File: config.mk
export PLATFORM = sky130hd
export DESIGN_NAME = rood_seq
export DESIGN_NICKNAME = d
export VERILOG_FILES = /design/src/rtl/rood_pkg.sv /design/src/rtl/rood_ctrl.sv /design/src/rtl/rood_dpath.sv /design/src/rtl/rood_seq.sv
export SDC_FILE = /design/constraint.sdc
export NUM_CORES = 1
export LEC_CHECK = 0
export BUFFER_PORTS_ARGS = -buffer_cell sky130_fd_sc_hd__buf_2
export CORE_UTILIZATION = 58
export DETAILED_ROUTE_END_ITERATION = 7
export PLACE_DENSITY = 0.87
export SETUP_SLACK_MARGIN = 0.1
export SYNTH_ARGS = -nofsm -noshare
export SYNTH_HDL_FRONTEND = slang
export SYNTH_SLANG_ARGS = --single-unit
File: constraint.sdc
create_clock -name clk -period 7 [get_ports clk]
set_input_delay 0.7 -clock clk [delete_from_list [all_inputs] [get_ports clk]]
set_output_delay 0.7 -clock clk [all_outputs]
set_load 0.005 [all_outputs]
File: src/rtl/rood_pkg.sv
package rood_pkg;
  localparam int NPOS  = 6;
  localparam int POS_W = $clog2(NPOS);
  localparam int OFF_W = 4;
  localparam int ARM_W = OFF_W - 1;

  typedef struct packed {
    logic load;
    logic advance;
  } ctrl_t;
endpackage

File: src/rtl/rood_ctrl.sv
module rood_ctrl
  import rood_pkg::*;
(
  input  logic  clk,
  input  logic  rstN,
  input  logic  start,
  input  logic  lastPt,
  output ctrl_t ctrl,
  output logic  active
);
  always_comb begin
    ctrl.load    = start;
    ctrl.advance = active & ~start & ~lastPt;
  end

  always_ff @(posedge clk or negedge rstN) begin
    if (!rstN)             active <= 1'b0;
    else if (start)        active <= 1'b1;
    else if (active && lastPt) active <= 1'b0;
  end
endmodule

File: src/rtl/rood_dpath.sv
module rood_dpath
  import rood_pkg::*;
(
  input  logic             clk,
  input  logic             rstN,
  input  ctrl_t            ctrl,
  input  logic             unitMode,
  input  logic [NPOS-1:0]  skipMask,
  input  logic [ARM_W-1:0] armX,
  input  logic [ARM_W-1:0] armY,
  input  logic [OFF_W-1:0] predX,
  input  logic [OFF_W-1:0] predY,
  output logic [POS_W-1:0] pos,
  output logic [OFF_W-1:0] offX,
  output logic [OFF_W-1:0] offY,
  output logic             lastPt
);
  logic [NPOS-1:0]  skipQ;
  logic [ARM_W-1:0] armXq, armYq;
  logic [OFF_W-1:0] predXq, predYq;
  logic             unitQ;
  logic [POS_W-1:0] incr;
  logic [NPOS-1:0]  skipNext;
  logic [NPOS-1:0]  loadMask;
  logic [OFF_W-1:0] armEx, armEy;

  // Step length: one plus the run of set skip bits above the current point.
  always_comb begin
    logic run;
    run  = 1'b1;
    incr = POS_W'(1);
    for (int i = 1; i < NPOS; i++) begin
      run = run & skipQ[i];
      if (run) incr = incr + POS_W'(1);
    end
  end

  // Points beyond the last index count as skipped.
  assign lastPt   = &skipQ[NPOS-1:1];
  assign skipNext = NPOS'({{NPOS{1'b1}}, skipQ} >> incr);
  assign loadMask = {skipMask[NPOS-1] | unitMode, skipMask[NPOS-2:1], 1'b0};

  always_ff @(posedge clk or negedge rstN) begin
    if (!rstN) begin
      pos    <= '0;
      skipQ  <= '1;
      armXq  <= '0;
      armYq  <= '0;
      predXq <= '0;
      predYq <= '0;
      unitQ  <= 1'b0;
    end else if (ctrl.load) begin
      pos    <= '0;
      skipQ  <= loadMask;
      armXq  <= armX;
      armYq  <= armY;
      predXq <= predX;
      predYq <= predY;
      unitQ  <= unitMode;
    end else if (ctrl.advance) begin
      pos   <= pos + incr;
      skipQ <= skipNext;
    end
  end

  assign armEx = unitQ ? OFF_W'(1) : OFF_W'(armXq);
  assign armEy = unitQ ? OFF_W'(1) : OFF_W'(armYq);

  always_comb begin
    offX = '0;
    offY = '0;
    case (pos)
      POS_W'(1): offX = armEx;
      POS_W'(2): offY = armEy;
      POS_W'(3): offX = -armEx;
      POS_W'(4): offY = -armEy;
      POS_W'(5): begin
        offX = -predXq;
        offY = -predYq;
      end
      default: ;
    endcase
  end
endmodule

File: src/rtl/rood_seq.sv
module rood_seq
  import rood_pkg::*;
(
  input  logic             clk,
  input  logic             rstN,
  input  logic             start,
  input  logic             unitMode,
  input  logic [NPOS-1:0]  skipMask,
  input  logic [ARM_W-1:0] armX,
  input  logic [ARM_W-1:0] armY,
  input  logic [OFF_W-1:0] predX,
  input  logic [OFF_W-1:0] predY,
  output logic [POS_W-1:0] pos,
  output logic [OFF_W-1:0] offX,
  output logic [OFF_W-1:0] offY,
  output logic             valid,
  output logic             done
);
  ctrl_t ctrl;
  logic  lastPt;
  logic  active;

  rood_ctrl uCtrl (
    .clk(clk), .rstN(rstN), .start(start), .lastPt(lastPt),
    .ctrl(ctrl), .active(active)
  );

  rood_dpath uDpath (
    .clk(clk), .rstN(rstN), .ctrl(ctrl), .unitMode(unitMode),
    .skipMask(skipMask), .armX(armX), .armY(armY),
    .predX(predX), .predY(predY),
    .pos(pos), .offX(offX), .offY(offY), .lastPt(lastPt)
  );

  assign valid = active;
  assign done  = active & lastPt;
endmodule

==> results.md <==
- The flow ran to the end, and the final reports show no timing, DRC or antenna violations.
- The area growth from synthesis to final layout is 12.9%.
- Input and output buffers added on the ports amount to 35.
- The initial standard-cell utilization of the core is 0.638.
- In the synthesized netlist the dominant register cell turns out to be dfrtp_1.
- IR analysis of the VDD net gives a maximum drop of 174 uV.
- The number of gates resized after CTS was 0.
- The total standard cell area after synthesis is 0.00165 mm2.
- The tool flagged a number of max-cap violations equal to 0.
- The global router's overall resource usage is 0.235.
- The number of synthesized register bits is 24.
- Of all flip-flops after synthesis, the portion carrying an async set or reset was 1.00.
- The mean routed wirelength per cell is between 10 and 15 um.
- After floorplanning, the core was divided into 18 placement rows.
- The warning count from the yosys run is 0.
- The H-tree level count is 1.
- STA classifies the critical path startpoint as a flop.
- A synthesized cell averages between 9 and 10 um2.
- Detailed routing inserted a total of 1,393 vias.
- The number of hold buffers added after cts is 0.
- The congestion estimate from routability-driven global placement came to 0.864.
- The synthesized design contains 0 enable-type register cells.
- The power density over the cells is 291 mW/mm2.
- The number of post-CTS setup repair buffers is 0.
- The detailed-route DRC error count is 0.
- The required time reported for the critical path endpoint is between 7000 and 8000 ps.
- Clock latency on the worst-skew pair, taken at its later pin, is 310 ps.
- The slew at the pin closest to its max-slew limit is 633 ps.
- In this run the vertical extent of the chip is 55.4 um.
- After layout, the minimum clock period comes to between 3000 and 4000 ps.
- The TritonCTS clock tree is built.
- The maximum count of clock buffers along a single path is 2.
- The post-route clock skew is 5.68 ps.
- The total area inside the core boundary comes to ~0.0026 mm2.
- Leaving out filler cells and counting taps, the final layout contains 238.
- The library cell used most frequently in the layout, excluding fill and tap cells, is buf_2.
- The final count of hold timing violations is 0.
- The worst setup path is captured at a flop.
- Total power for the finished layout comes to 542 uW.
- The die covers 0.00307 mm2.
- The die is about 55 um wide.
- The number of different library cells used by synthesis comes to 39.
- Dividing the detail-routed via count by the number of cells gives between 5 and 6.
- The worst hold path belongs to the class input port to asynchronous set/reset pin.
- Of the available clock period, the critical path in the final layout requires 0.520.
- For this design the top-level I/O count stands at 37.
- The largest net degree at the start of global routing is 38.
- The worst pin sits at a relative slew slack of 0.578.
- The register clock-pin slew on the reported worst setup and hold paths is 140 ps.
- The filler cells instantiated in the layout total 197.
- For the worst setup path, the data arrival time is 3850 ps.
- The first global-routing pass estimated around 5.9 mm of wire.
- The footprint of the flip-flops and latches is 607 um2.
- The master cell of the clock root buffer is clkbuf_4.
- The antenna diode count is 0.
- Global routing finished with a remaining overflow of 0.
- The remaining antenna violation count is 0.
- The multi-input combinational cells in the finished layout cover a total of 957 um2.
- The sequential fraction of the synthesis area is 0.367.
- The number of clock buffers inserted by TritonCTS is 3.
- The pre-antenna-repair detailed-routing pass consisted of 4 iterations.
- The leakage power summed over all cells is 0.000869 uW.
- The initial antenna violation count is 0.
- In the layout the commonest cells are buf_2 (35), dfrtp_1 (19), nor2_1 (15), nand2_1 (15).
- Timing would allow up to 0.275 GHz.
- Summed over all layers, the routed wires come to 3.43 mm.
- The cell count after placement is 234.
- The biggest fanout along the worst timing path is 10.
- Setup repair after global routing left no endpoint under its margin.
- The via count of the first global-routing pass was 1,302.
- The accumulated negative setup slack is 0 ps.
- When the netlist entered floorplanning its net count stood at 213.
- The clock drives 24 sinks.
- In this run the worst setup path begins at uDpath.skipQ[2]$_DFFE_PN1P_.
- The worst register-to-register path begins at uDpath.skipQ[2]$_DFFE_PN1P_.
- The final number of max-transition violations came to 0.
- Synthesis handed over a netlist of 181 instances.
- After the last flow step, the layout net total stands at 241.
- Once detailed placement completed, the half-perimeter wirelength came to approximately 2.6 mm.
- The final-report setup violation count is 0.
- The worst setup path category is flop to flop.
- The number of DRC violations after detailed-routing iteration 0 is 87.
- The share of final-layout standard cells stronger than drive strength 1 is 0.298.
==> where the power goes <==
part           total, uW  leakage [uW]  internal, uW  switching, uW
registers            216      0.000278           164           51.6
logic                226      0.000563           116            110
clock network        101     0.0000279          57.9           42.7
==> final timing paths <==
check                                                    end  slack (ps)  cells after the start
worst max-delay path               uDpath.pos[2]$_DFFE_PN0P_        3360                     13
worst min-delay path            uDpath.predXq[3]$_DFFE_PN0P_         340                      1
worst max register to register     uDpath.pos[2]$_DFFE_PN0P_        3360                     13
worst min register to register   uDpath.armYq[0]$_DFFE_PN0P_         530                      1
max in group asynchronous        uDpath.skipQ[3]$_DFFE_PN1P_        6290                      1
min in group clk                 uDpath.armYq[0]$_DFFE_PN0P_         530                      1
==> critical path: stages (launching register included) <==
cell and delay (ps):
dfstp_2 670, inv_1 70, o21ai_0 320, ha_1 320
nand2_1 100, a31oi_1 90, ha_1 300, mux2_2 260
a31o_2 270, fa_1 410, nor2b_1 130, o21ai_0 100
mux2i_1 160, mux2_1 330
==> sequential cells by signal (all words and copies together) (netlist names) <==
register,flops
uDpath.predYq,4
uDpath.unitQ,1
uDpath.armXq,3
uDpath.armYq,3
uDpath.predXq,4
uDpath.pos,3
uDpath.skipQ,5
uCtrl.active,1
==> cell families after synthesis <==
logic type               synth area share
AO/OA/AOI/OAI                       0.176
XOR/XNOR                           0.0318
adder cells (fa/ha/maj)            0.0651
buffers and inverters              0.0538
flip-flops                          0.367
multiplexers                        0.126
AND/OR/NAND/NOR                     0.180
==> per-layer routing <==
layer | global-route usage | up-vias | share of wire
li1 | - | 689 | -
met1 | 0.334 | 658 | 0.47
met2 | 0.401 | 42 | 0.49
met3 | 0.0304 | 4 | 0.039
met4 | 0.0179 | 0 | 0.0038
met5 | 0 | - | 0
==> cells in the mapped netlist (all sizes together) (6+ instances only) <==
cell,instances,share of area
xor2,6,0.032
dfrtp,19,0.29
nor2,15,0.034
nand2,15,0.034
o22ai,8,0.030
mux2,14,0.095
inv,10,0.023
buf,7,0.020
o21ai,14,0.042
nand2b,7,0.026
a21oi,8,0.024
ha,7,0.053
==> per-stage QoR <==
stage	cell area [um2]	worst slack, ps	hold slack (ps)	utilization
6_report	1870	3360	337	0.721
2_1_floorplan	1650	3620	404	-
5_1_grt	1870	3120	366	0.721
3_5_place_dp	1810	3390	501	0.700
4_1_cts	1870	3360	348	0.721
3_3_place_gp	1810	3460	495	0.700
==> cell type report <==
class                           count  share of cell area
Inverter                           10              0.0201
Sequential cell                    24               0.325
Timing Repair Buffer               35              0.0938
Clock buffer                        3              0.0121
Clock inverter                      1              0.0161
Multi-Input combinational cell    135               0.513
Tap cell                           30              0.0201
No activity file was read; power rests on OpenSTA's default activity.
